`config.mk`:
```
export PLATFORM = sky130hd
export DESIGN_NAME = sflash_seq
export DESIGN_NICKNAME = d
export VERILOG_FILES = /design/src/rtl/sfseq_pkg.sv /design/src/rtl/sfseq_clkgen.sv /design/src/rtl/sfseq_shifter.sv /design/src/rtl/sfseq_ctrl.sv /design/src/rtl/sflash_seq.sv
export SDC_FILE = /design/constraint.sdc
export NUM_CORES = 1
export LEC_CHECK = 0
export CAP_MARGIN = 20
export CORE_MARGIN = 1
export CORE_UTILIZATION = 48
export CTS_CLUSTER_DIAMETER = 50
export DETAILED_ROUTE_END_ITERATION = 10
export GPL_TIMING_DRIVEN = 0
export PLACE_DENSITY = 0.77
export SYNTH_ARGS = -nofsm -noshare
export SYNTH_HDL_FRONTEND = slang
export SYNTH_SLANG_ARGS = --single-unit
```
`constraint.sdc`:
```
create_clock -name clk -period 2.5 [get_ports clk]
set_clock_uncertainty 0.1 [all_clocks]
set_input_delay 0.375 -clock clk [delete_from_list [all_inputs] [get_ports clk]]
set_output_delay 0.375 -clock clk [all_outputs]
set_load 0.1 [all_outputs]
```
`src/rtl/sfseq_pkg.sv`:
```
package sfseq_pkg;
  typedef enum logic [1:0] {
    LN_X1 = 2'd0,
    LN_X2 = 2'd1,
    LN_X4 = 2'd2
  } lane_e;

  typedef enum logic [2:0] {
    ST_IDLE, ST_WEN, ST_GAP, ST_CMD, ST_ADDR, ST_DUMMY, ST_DATA, ST_DONE
  } seq_st_e;

  localparam logic [7:0] WEN_OPCODE = 8'h06;
endpackage

```
`src/rtl/sfseq_clkgen.sv`:
```
module sfseq_clkgen #(
  parameter int DIV_W = 4
) (
  input  logic             clk,
  input  logic             rst_n,
  input  logic             run,
  input  logic [DIV_W-1:0] div_code,
  output logic             sclk,
  output logic             rise,
  output logic             fall
);
  logic [DIV_W-1:0] cnt_q, cnt_d;
  logic             sclk_q, sclk_d;
  logic             half_done;

  assign half_done = run && (cnt_q == div_code);
  assign rise      = half_done && !sclk_q;
  assign fall      = half_done && sclk_q;
  assign sclk      = sclk_q;

  always_comb begin
    cnt_d  = cnt_q;
    sclk_d = sclk_q;
    if (!run) begin
      cnt_d  = '0;
      sclk_d = 1'b0;
    end else if (half_done) begin
      cnt_d  = '0;
      sclk_d = !sclk_q;
    end else begin
      cnt_d  = cnt_q + 1'b1;
    end
  end

  always_ff @(posedge clk or negedge rst_n) begin
    if (!rst_n) begin
      cnt_q  <= '0;
      sclk_q <= 1'b0;
    end else begin
      cnt_q  <= cnt_d;
      sclk_q <= sclk_d;
    end
  end

  // divider setting held while the serial clock runs
  a_r8_div_held: assert property (@(posedge clk) disable iff (!rst_n)
    (run && $past(run)) |-> $stable(div_code));
endmodule

```
`src/rtl/sfseq_shifter.sv`:
```
module sfseq_shifter
  import sfseq_pkg::*;
#(
  parameter int SR_W = 32
) (
  input  logic            clk,
  input  logic            rst_n,
  input  logic            load,
  input  logic [SR_W-1:0] load_val,
  input  logic            shift,
  input  lane_e           lane,
  input  logic            drive,
  input  logic            sample,
  input  logic [3:0]      dq_in,
  output logic [3:0]      dq_out,
  output logic [3:0]      dq_oe,
  output logic [SR_W-1:0] rx_word
);
  logic [SR_W-1:0] tx_q, tx_d, rx_q, rx_d;

  always_comb begin
    case (lane)
      LN_X1:   begin dq_out = {3'b000, tx_q[SR_W-1]};      dq_oe = drive ? 4'b0001 : 4'b0000; end
      LN_X2:   begin dq_out = {2'b00, tx_q[SR_W-1 -: 2]};  dq_oe = drive ? 4'b0011 : 4'b0000; end
      default: begin dq_out = tx_q[SR_W-1 -: 4];           dq_oe = drive ? 4'b1111 : 4'b0000; end
    endcase
  end

  always_comb begin
    tx_d = tx_q;
    if (load) begin
      tx_d = load_val;
    end else if (shift) begin
      case (lane)
        LN_X1:   tx_d = tx_q << 1;
        LN_X2:   tx_d = tx_q << 2;
        default: tx_d = tx_q << 4;
      endcase
    end
  end

  always_comb begin
    rx_d = rx_q;
    if (sample) begin
      case (lane)
        LN_X1:   rx_d = {rx_q[SR_W-2:0], dq_in[1]};
        LN_X2:   rx_d = {rx_q[SR_W-3:0], dq_in[1:0]};
        default: rx_d = {rx_q[SR_W-5:0], dq_in};
      endcase
    end
  end

  always_ff @(posedge clk or negedge rst_n) begin
    if (!rst_n) begin
      tx_q <= '0;
      rx_q <= '0;
    end else begin
      tx_q <= tx_d;
      rx_q <= rx_d;
    end
  end

  assign rx_word = rx_q;
endmodule

```
`src/rtl/sfseq_ctrl.sv`:
```
module sfseq_ctrl
  import sfseq_pkg::*;
#(
  parameter int ADDR_W  = 24,
  parameter int DATA_W  = 32,
  parameter int DIV_W   = 4,
  parameter int DUMMY_W = 5
) (
  input  logic               clk,
  input  logic               rst_n,
  input  logic               req,
  input  logic               we,
  input  logic [ADDR_W-1:0]  addr,
  input  logic [DATA_W-1:0]  wdata,
  input  logic [7:0]         rd_op,
  input  logic [DUMMY_W-1:0] rd_dummy,
  input  lane_e              rd_inst_lane,
  input  lane_e              rd_addr_lane,
  input  lane_e              rd_data_lane,
  input  logic [7:0]         wr_op,
  input  logic [DUMMY_W-1:0] wr_dummy,
  input  lane_e              wr_addr_lane,
  input  lane_e              wr_data_lane,
  input  logic               wr_wel_dis,
  input  logic [DIV_W-1:0]   div_code,
  input  logic               sclk_rise,
  input  logic               sclk_fall,
  output logic               run,
  output logic               cs_n,
  output logic               busy,
  output logic               ready,
  output logic               ld,
  output logic [DATA_W-1:0]  ld_val,
  output logic               shift,
  output lane_e              lane,
  output logic               drive,
  output logic               sample
);
  localparam int BEAT_W = $clog2(DATA_W + 1) > DUMMY_W ? $clog2(DATA_W + 1) : DUMMY_W;
  localparam int GAP_W  = DIV_W + 1;
  localparam logic [DUMMY_W-1:0] DUMMY_LIMIT = DUMMY_W'(31);

  seq_st_e            st_q, st_d, tgt;
  logic [BEAT_W-1:0]  beats_q, beats_d;
  logic [GAP_W-1:0]   gap_q, gap_d;
  logic               wr_q;
  logic [ADDR_W-1:0]  addr_q;
  logic [DATA_W-1:0]  wdata_q;
  logic               adv, last_beat, capture, wr_sel;
  logic [7:0]         c_op;
  logic [DUMMY_W-1:0] c_dummy;
  lane_e              c_inst, c_addr, c_data;

  function automatic logic [BEAT_W-1:0] beats_for(input int bits, input lane_e l);
    case (l)
      LN_X1:   return BEAT_W'(bits);
      LN_X2:   return BEAT_W'(bits / 2);
      default: return BEAT_W'(bits / 4);
    endcase
  endfunction

  assign wr_sel    = (st_q == ST_IDLE) ? we : wr_q;
  assign c_op      = wr_sel ? wr_op : rd_op;
  assign c_dummy   = wr_sel ? wr_dummy : rd_dummy;
  assign c_inst    = wr_sel ? LN_X1 : rd_inst_lane;
  assign c_addr    = wr_sel ? wr_addr_lane : rd_addr_lane;
  assign c_data    = wr_sel ? wr_data_lane : rd_data_lane;
  assign last_beat = sclk_fall && (beats_q == BEAT_W'(1));
  assign capture   = (st_q == ST_IDLE) && req;

  // phase order
  always_comb begin
    adv = 1'b0;
    tgt = st_q;
    case (st_q)
      ST_IDLE:  if (req) begin adv = 1'b1; tgt = (we && !wr_wel_dis) ? ST_WEN : ST_CMD; end
      ST_WEN:   if (last_beat) begin adv = 1'b1; tgt = ST_GAP; end
      ST_GAP:   if (gap_q == {div_code, 1'b1}) begin adv = 1'b1; tgt = ST_CMD; end
      ST_CMD:   if (last_beat) begin adv = 1'b1; tgt = ST_ADDR; end
      ST_ADDR:  if (last_beat) begin adv = 1'b1; tgt = (c_dummy != '0) ? ST_DUMMY : ST_DATA; end
      ST_DUMMY: if (last_beat) begin adv = 1'b1; tgt = ST_DATA; end
      ST_DATA:  if (last_beat) begin adv = 1'b1; tgt = ST_DONE; end
      default:  begin adv = 1'b1; tgt = ST_IDLE; end
    endcase
  end

  // phase entry: load shifter and beat counter
  always_comb begin
    st_d    = tgt;
    beats_d = beats_q;
    gap_d   = gap_q;
    ld      = 1'b0;
    ld_val  = '0;
    if (run && sclk_fall && beats_q != '0) beats_d = beats_q - 1'b1;
    if (st_q == ST_GAP) gap_d = gap_q + 1'b1;
    if (adv) begin
      case (tgt)
        ST_WEN: begin
          ld = 1'b1; ld_val = {WEN_OPCODE, {(DATA_W-8){1'b0}}}; beats_d = beats_for(8, LN_X1);
        end
        ST_GAP: gap_d = '0;
        ST_CMD: begin
          ld = 1'b1; ld_val = {c_op, {(DATA_W-8){1'b0}}}; beats_d = beats_for(8, c_inst);
        end
        ST_ADDR: begin
          ld = 1'b1; ld_val = {addr_q, {(DATA_W-ADDR_W){1'b0}}}; beats_d = beats_for(ADDR_W, c_addr);
        end
        ST_DUMMY: beats_d = BEAT_W'(c_dummy);
        ST_DATA: begin
          ld = 1'b1; ld_val = wr_q ? wdata_q : '0; beats_d = beats_for(DATA_W, c_data);
        end
        default: ;
      endcase
    end
  end

  always_comb begin
    case (st_q)
      ST_CMD:  lane = c_inst;
      ST_ADDR: lane = c_addr;
      ST_DATA: lane = c_data;
      default: lane = LN_X1;
    endcase
  end

  assign run    = (st_q == ST_WEN) || (st_q == ST_CMD) || (st_q == ST_ADDR) ||
                  (st_q == ST_DUMMY) || (st_q == ST_DATA);
  assign cs_n   = !run;
  assign busy   = run || (st_q == ST_GAP);
  assign ready  = (st_q == ST_DONE);
  assign shift  = sclk_fall;
  assign drive  = (st_q == ST_WEN) || (st_q == ST_CMD) || (st_q == ST_ADDR) ||
                  ((st_q == ST_DATA) && wr_q);
  assign sample = sclk_rise && (st_q == ST_DATA) && !wr_q;

  always_ff @(posedge clk or negedge rst_n) begin
    if (!rst_n) begin
      st_q    <= ST_IDLE;
      beats_q <= '0;
      gap_q   <= '0;
    end else begin
      st_q    <= st_d;
      beats_q <= beats_d;
      gap_q   <= gap_d;
    end
  end

  always_ff @(posedge clk or negedge rst_n) begin
    if (!rst_n) begin
      wr_q    <= 1'b0;
      addr_q  <= '0;
      wdata_q <= '0;
    end else if (capture) begin
      wr_q    <= we;
      addr_q  <= addr;
      wdata_q <= wdata;
    end
  end

  // completion is a single-cycle pulse
  a_r9_ready_pulse: assert property (@(posedge clk) disable iff (!rst_n)
    ready |=> !ready);
  // configuration held while a transaction is in flight (input assumption)
  a_r2_cfg_held: assert property (@(posedge clk) disable iff (!rst_n)
    (busy && $past(busy)) |-> $stable({rd_op, rd_dummy, rd_inst_lane, rd_addr_lane,
      rd_data_lane, wr_op, wr_dummy, wr_addr_lane, wr_data_lane, wr_wel_dis, div_code}));
  // dummy count limit at request time (input assumption)
  a_r4_dummy_limit: assert property (@(posedge clk) disable iff (!rst_n)
    capture |-> (rd_dummy < DUMMY_LIMIT) && (wr_dummy < DUMMY_LIMIT));
  // prefix frame is always followed by the chip-select gap
  a_r7_prefix_gap: assert property (@(posedge clk) disable iff (!rst_n)
    ($past(st_q) == ST_WEN && st_q != ST_WEN) |-> (cs_n && busy));
endmodule

```
`src/rtl/sflash_seq.sv`:
```
module sflash_seq
  import sfseq_pkg::*;
#(
  parameter int ADDR_W  = 24,
  parameter int DATA_W  = 32,
  parameter int DIV_W   = 4,
  parameter int DUMMY_W = 5
) (
  input  logic               clk,
  input  logic               rst_n,
  input  logic               req,
  input  logic               we,
  input  logic [ADDR_W-1:0]  addr,
  input  logic [DATA_W-1:0]  wdata,
  output logic [DATA_W-1:0]  rdata,
  output logic               ready,
  output logic               busy,
  input  logic [DIV_W-1:0]   div_code,
  input  logic [7:0]         rd_opcode,
  input  logic [DUMMY_W-1:0] rd_dummy,
  input  logic [1:0]         rd_inst_lanes,
  input  logic [1:0]         rd_addr_lanes,
  input  logic [1:0]         rd_data_lanes,
  input  logic [7:0]         wr_opcode,
  input  logic [DUMMY_W-1:0] wr_dummy,
  input  logic [1:0]         wr_addr_lanes,
  input  logic [1:0]         wr_data_lanes,
  input  logic               wr_wel_dis,
  output logic               cs_n,
  output logic               sclk,
  output logic [3:0]         dq_out,
  output logic [3:0]         dq_oe,
  input  logic [3:0]         dq_in
);
  logic              run, sclk_rise, sclk_fall, ld, shift, drive, sample;
  logic [DATA_W-1:0] ld_val;
  lane_e             lane;

  sfseq_clkgen #(.DIV_W(DIV_W)) u_clk (
    .clk(clk), .rst_n(rst_n), .run(run), .div_code(div_code),
    .sclk(sclk), .rise(sclk_rise), .fall(sclk_fall)
  );

  sfseq_ctrl #(.ADDR_W(ADDR_W), .DATA_W(DATA_W), .DIV_W(DIV_W), .DUMMY_W(DUMMY_W)) u_ctrl (
    .clk(clk), .rst_n(rst_n), .req(req), .we(we), .addr(addr), .wdata(wdata),
    .rd_op(rd_opcode), .rd_dummy(rd_dummy),
    .rd_inst_lane(lane_e'(rd_inst_lanes)), .rd_addr_lane(lane_e'(rd_addr_lanes)),
    .rd_data_lane(lane_e'(rd_data_lanes)),
    .wr_op(wr_opcode), .wr_dummy(wr_dummy),
    .wr_addr_lane(lane_e'(wr_addr_lanes)), .wr_data_lane(lane_e'(wr_data_lanes)),
    .wr_wel_dis(wr_wel_dis), .div_code(div_code),
    .sclk_rise(sclk_rise), .sclk_fall(sclk_fall),
    .run(run), .cs_n(cs_n), .busy(busy), .ready(ready),
    .ld(ld), .ld_val(ld_val), .shift(shift), .lane(lane), .drive(drive), .sample(sample)
  );

  sfseq_shifter #(.SR_W(DATA_W)) u_sr (
    .clk(clk), .rst_n(rst_n), .load(ld), .load_val(ld_val), .shift(shift),
    .lane(lane), .drive(drive), .sample(sample), .dq_in(dq_in),
    .dq_out(dq_out), .dq_oe(dq_oe), .rx_word(rdata)
  );

  // serial clock parked low outside a frame
  a_r8_sclk_idle_low: assert property (@(posedge clk) disable iff (!rst_n)
    cs_n |-> !sclk);
  // no lane driven while read data is being sampled
  a_r10_rx_released: assert property (@(posedge clk) disable iff (!rst_n)
    sample |-> (dq_oe == 4'b0000));
  // lanes are driven only inside a chip-select frame
  a_r3_drive_in_frame: assert property (@(posedge clk) disable iff (!rst_n)
    (dq_oe != 4'b0000) |-> !cs_n);
endmodule

```
# [After elaboration in Yosys (flattened, before gate mapping)]
# Index checks and enable logic that the tools add are counted.
[classes] n_eq_ne=21 n_reduce_logical=31 shifts=0 magnitude_cmp=0 bitwise_logic=0 n_mul=0 div_mod_pow=0 muxes=48 add_sub_neg=3
[ops] op="$mux W32" count=4
[ops] op="$pmux W32 S2" count=2
[ops] op="$pmux W32 S4" count=1
[ops] op="$pmux W6 S5" count=1
[ops] op="$pmux W4 S2" count=3
[ops] op="$eq A3 B3 Y1 const B" count=7
[ops] op="$mux W3" count=7
[ops] op="$pmux W3 S7" count=1
[ops] op="$mux W5" count=4
[ops] op="$eq A3 B2 Y1 const B" count=4
[ops] op="$mux W2" count=6
[ops] op="$mux W4" count=3
[ops] op="$mux W6" count=2
[ops] op="$pmux W6 S2" count=1
[ops] op="$logic_and A1 B1 Y1" count=11
[ops] op="$pmux W5 S2" count=1
[ops] op="$mux W1" count=9
[ops] op="$eq A2 B1 Y1 const B" count=4
[ops] op="$logic_not A2 Y1" count=4
[ops] op="$mux W8" count=1
[ops] op="$eq A3 B1 Y1 const B" count=2
[ops] op="$eq A6 B1 Y1 const B" count=1
[ops] op="$logic_or A1 B1 Y1" count=6
[ops] op="$pmux W2 S3" count=1
[ops] op="14 further kinds" count=17
[word_totals] out_inout_bits=44 latch_bits=0 mem_bits_rw=0 rom_bits=0 reg_bits=140 input_bits=105 mem_count=0 wordCells=113

# [Longest topological paths before layout]
[logic_depth] depth_word=15 depth_mapped=12 mapped_depth_nobuf=10

# [Modules after synthesis]
# A second synthesis with hierarchy kept.
[unflattened] hier_cells=893 hier_area_um2=8785.9
[modules_own_cells] mod="sfseq_ctrl" area_each_um2=4523.1 instances=1 cells_each=436 seq_area_each_um2=1776.7
[modules_own_cells] mod="sfseq_shifter" area_each_um2=3990.1 instances=1 cells_each=432 seq_area_each_um2=1601.5
[modules_own_cells] mod="sfseq_clkgen" area_each_um2=272.8 instances=1 cells_each=25 seq_area_each_um2=125.1

# [Least setup slack after synthesis]
# OpenSTA, ideal clock, no wires.
[synth_timing] path_kind="register -> output" start="register u_ctrl.st_q[0]" end="output busy" path_stages_with_launch=5 required_time_ns=2.025 path_buffers=1 t_arrival_ns=4.391 slack_ns=-2.366 path_cell_list="dfrtp_1 buf_2 and3_1 o21bai_1 o21ai_0"
[synth_via] elab_chain_cells=6 word_cells_on_any_way=11 classes_between="eq/ne (6); reduce/logical (5)"
[synth_lines] item="from (decl)" line="sfseq_ctrl.sv:43" text="seq_st_e st_q, st_d, tgt;"
[synth_lines] item="from (signal assigned)" line="sfseq_ctrl.sv:142" text="st_q <= st_d;"
[synth_lines] item="$eq A3 B1 Y1 or $eq A3 B2 Y1 (tied branches)" line="sfseq_ctrl.sv:126" text="assign run = (st_q == ST_WEN) || (st_q == ST_CMD) || (st_q == ST_ADDR) ||"
[synth_lines] item="$logic_or A1 B1 Y1 (3 in a row)" line="sfseq_ctrl.sv:126"
[synth_lines] item="$logic_or A1 B1 Y1" line="sfseq_ctrl.sv:127" text="(st_q == ST_DUMMY) || (st_q == ST_DATA);"
[synth_lines] item="$logic_or A1 B1 Y1 (*)" line="sfseq_ctrl.sv:129" text="assign busy = run || (st_q == ST_GAP);"
[synth_lines] item="to (decl)" line="sflash_seq.sv:17" text="output logic busy,"
# Mark *: on every way between the ends. The rest lies on a longest branch, timed or not.

# [Worst setup path after layout]
[layout_timing] start="register u_ctrl.st_q[2]" end="output dq_out[0]"
[layout_via] elab_chain_cells=6 word_cells_on_any_way=12 classes_between="eq/ne (4); mux (6); reduce/logical (2)"
[layout_lines] item="$logic_not A3 Y1" line="sfseq_ctrl.sv:62" text="assign wr_sel = (st_q == ST_IDLE) ? we : wr_q;"
[layout_lines] item="$mux W1" line="sfseq_ctrl.sv:62"
[layout_lines] item="$mux W2 (on tied branches)" line="sfseq_ctrl.sv:67, sfseq_ctrl.sv:65, sfseq_ctrl.sv:66"
[layout_lines] item="$pmux W2 S3 (*)" line="sfseq_ctrl.sv:118" text="case (st_q)"
[layout_lines] item="$eq A2 B1 Y1 or $logic_not A2 Y1 (tied branches)" line="sfseq_shifter.sv:22" text="case (lane)"
[layout_lines] item="$pmux W4 S2 (*)" line="sfseq_shifter.sv:22"
[layout_lines] item="to (decl)" line="sflash_seq.sv:31" text="output logic [3:0] dq_out,"
# Marked as above.

==> qor.yml <==
status:
  status: "finished, violations left"
  violations: "negative setup slack"
timing:
  rsz0062_at_grt: "true"
  setup_slack_ps: -705
  drv_slew: 0
  setup_viol: 61
  worst_slew_pin_slew_ps: 984
  period_needed_ps: 3200
  fmax_mhz: 312
  timing_hold_violations_final: 0
  relSlewSlack_pct: 34.3
  timing.final.crit_share_pct: 128
placement:
  pre_cts_slack_ps: -1860
  io_buffers: 148
  routabilityCongestion: 0.907
  hpwl_mm: 16.0
  numPlacedInstances: 1195
synthesis:
  ys_async_sr_fraction_pct: 100
  synth_top_cells_by_count: "dfrtp_1 (140), a21oi_1 (88), mux2i_1 (77)"
  synth_top_area_share_pct: 42.9
  yosysMostFrequentCell: "dfrtp_1"
  syn_inst: 826
  ys_seq_area_share_pct: 42.9
  synthFlopType: "dfrtp_1"
  synth_fp_nets: 936
  ys_warn_count: 0
  syn_area_um2: 8170
  synth_edf_count: 0
  ys_types: 71
  avgSynthCellArea_um2: 9.89
  ys_seq_elements: 140
  synthTopCellsByArea: "dfrtp_1 (43%), mux2i_1 (9.4%), mux2_2 (7.9%)"
  synth_top_area_cell: "dfrtp_1"
setup_path:
  cp-start-kind: "flop"
  slowest_delay_ps: 410
  crit_fanout: 5
  required_ps: 2030
  arrival_ps: 2730
  crit_path_end_kind: "primary output"
  crit_type: "reg -> out"
  cp_slowest_cell: "or3b_4"
  path_cells: "buf_6, or3b_4, a21boi_2, a31oi_2, o31ai_2, buf_4, buf_12, mux2i_4, a21oi_4, buf_12"
  cp_common_cell: "buf_12"
pwr:
  power.density_nw_per_um2: 956
  power.leakage_nw: 5.32
  ir_worst_vdd_v: 0.000627
global_routing:
  grt_pass1_vias: 7213
  antenna_found_initial: 0
  grt_use_total_pct: 27.0
  gr-total-overflow: 0
  grt_max_degree: 73
  grt_pass1_wl_mm: 37.2
clock_tree:
  numCtsBuffers: 17
  htree_num_levels: 4
  clk-insertion-delay-late_ps: 430
  clkTransAtPathRegs_ps: 60
  cts_buffer_depth: 2
  cts_root_buf: "clkbuf_16"
  cts_tree: "done"
  cts.sinks: 140
floorplanning:
  start_util_pct: 49.2
  chipHeight_um: 132
  core_area_um2: 16600
  io_pins: 149
  num_rows: 47
  die_x_um: 132
  dieArea_um2: 17500
final_layout:
  antenna_cells: 0
  nets: 1166
  fin_cells: 1288
  area_growth_pct: 45.4
  drive_gt1_share_pct: 28.0
drt:
  drt_pass1_iterations: 7
  route.detailed.drc: 0
  met2WireLength_mm: 12.2
  drtIter0Drc: 737
  wl_mm: 25.3
  top_layer: "met4"
  wl_met1_mm: 10.6
  drtAntennaViolNets: 0
  dr_wl_met3_mm: 1.61
  detail_route.wl_per_cell_um: 19.7
  vias: 7761
  drt-vias-per-instance: 6.03
run:
  drv_cap: 0
hold_path:
  worstHoldPathType: "reg -> reg"
[registers in the layout, summed over array words and instances, names as in the netlist]
signal	cells
u_clk.cnt_q	4
u_ctrl.st_q	3
u_ctrl.gap_q	5
u_ctrl.wr_q	1
u_ctrl.wdata_q	32
u_sr.rx_word	32
u_ctrl.addr_q	24
u_sr.tx_q	32
u_ctrl.beats_q	6
u_clk.sclk	1
[area by class of cell]
| type | count | area [µm²] |
|---|---|---|
| Buffer | 59 | 484 |
| Sequential cell | 140 | 3510 |
| Fill cell | 1145 | 4710 |
| Clock buffer | 19 | 453 |
| Clock inverter | 12 | 101 |
| Timing Repair Buffer | 215 | 2280 |
| Multi-Input combinational cell | 612 | 4730 |
| Inverter | 11 | 43.8 |
| Tap cell | 220 | 275 |
[critical path: cells and delay by family (launching register included)]
| family | cells | cell delay (ps) |
|---|---|---|
| AO/OA/AOI/OAI | 4 | 640 |
| buffers and inverters | 4 | 610 |
| flip-flops | 1 | 400 |
| multiplexers | 1 | 240 |
| AND/OR/NAND/NOR | 1 | 410 |
[final timing paths]
kind                                                   to                          from  depth (start not counted)  slack, ps
setup / recovery                                dq_out[0]      u_ctrl.st_q[2]$_DFF_PN0_                         10       -700
hold / removal               u_ctrl.addr_q[3]$_DFFE_PN0P_  u_ctrl.addr_q[3]$_DFFE_PN0P_                          1        410
setup reg to reg                u_sr.tx_q[14]$_DFFE_PN0P_      u_ctrl.st_q[2]$_DFF_PN0_                         15       -480
hold reg to reg              u_ctrl.addr_q[3]$_DFFE_PN0P_  u_ctrl.addr_q[3]$_DFFE_PN0P_                          1        410
max in group asynchronous    u_sr.rx_word[13]$_DFFE_PN0P_                         rst_n                          3       1100
min in group asynchronous  u_ctrl.wdata_q[30]$_DFFE_PN0P_                         rst_n                          2        420
[metal layers]
metal  GRT usage [%]  vias up
met5               0        -
met4            8.75        0
met3            5.48       78
met2            43.9      390
met1            36.3     3818
li1                -     3475
[per-stage QoR]
step	total power, mW	hold WS (ps)	area, µm²	util [%]	TNS [ps]
floorplan	6.63	-20.6	8290	-	-9000
global placement	7.59	368	10000	60.6	-738110
detailed placement	7.71	337	10100	60.7	-72890
CTS	10.7	412	11300	67.9	-14880
global route	11.9	420	11900	71.6	-27410
finish	11.4	409	11900	71.6	-23500
[timing repair]
item,4_1_cts,5_1_grt
hold endpoints to repair,68,0
pin swaps,22,51
cloned,2,2
gates resized for setup,172,116
hold buffers,1,0
setup endpoints to repair,135,100
setup buffers,34,30
[cell usage in the layout, fill, tap and decap left out, drive strengths merged, types with 6 or more instances in the layout]
cell type / instances
nand4: 7
a21oi: 93
clkbuf: 50
clkdlybuf4s50: 105
a2bb2oi: 6
nand2: 75
nand2b: 7
nor2: 60
a221oi: 23
mux2i: 78
nor3: 7
a21o: 14
o21bai: 8
mux2: 58
a211oi: 19
o21ai: 55
inv: 17
a31oi: 7
nand3: 19
dlymetal6s2s: 15
and3: 7
xnor2: 13
xor2: 7
dlygate4sd2: 16
buf: 104
dfrtp: 140
[power breakdown]
group	switching [mW]	leakage, nW	internal, mW	total (mW)
combinational	2.63	3.32	2.45	5.08
clock	1.04	0.257	1.34	2.38
sequential	0.810	1.75	3.09	3.90
total	4.48	5.32	6.88	11.4
[kinds of logic (layout without fill, tap and decap cells)]
family                   after synthesis  count (layout)  synth area share [%]
AO/OA/AOI/OAI                        243             243                  19.6
AND/OR/NAND/NOR                      208             208                  12.5
flip-flops                           140             140                  42.9
multiplexers                         136             136                  17.8
buffers and inverters                 74             316                  4.32
XOR/XNOR                              20              20                  2.14
adder cells (fa/ha/maj)                5               5                 0.766
Note: power is estimated with default switching activity, not from simulation.
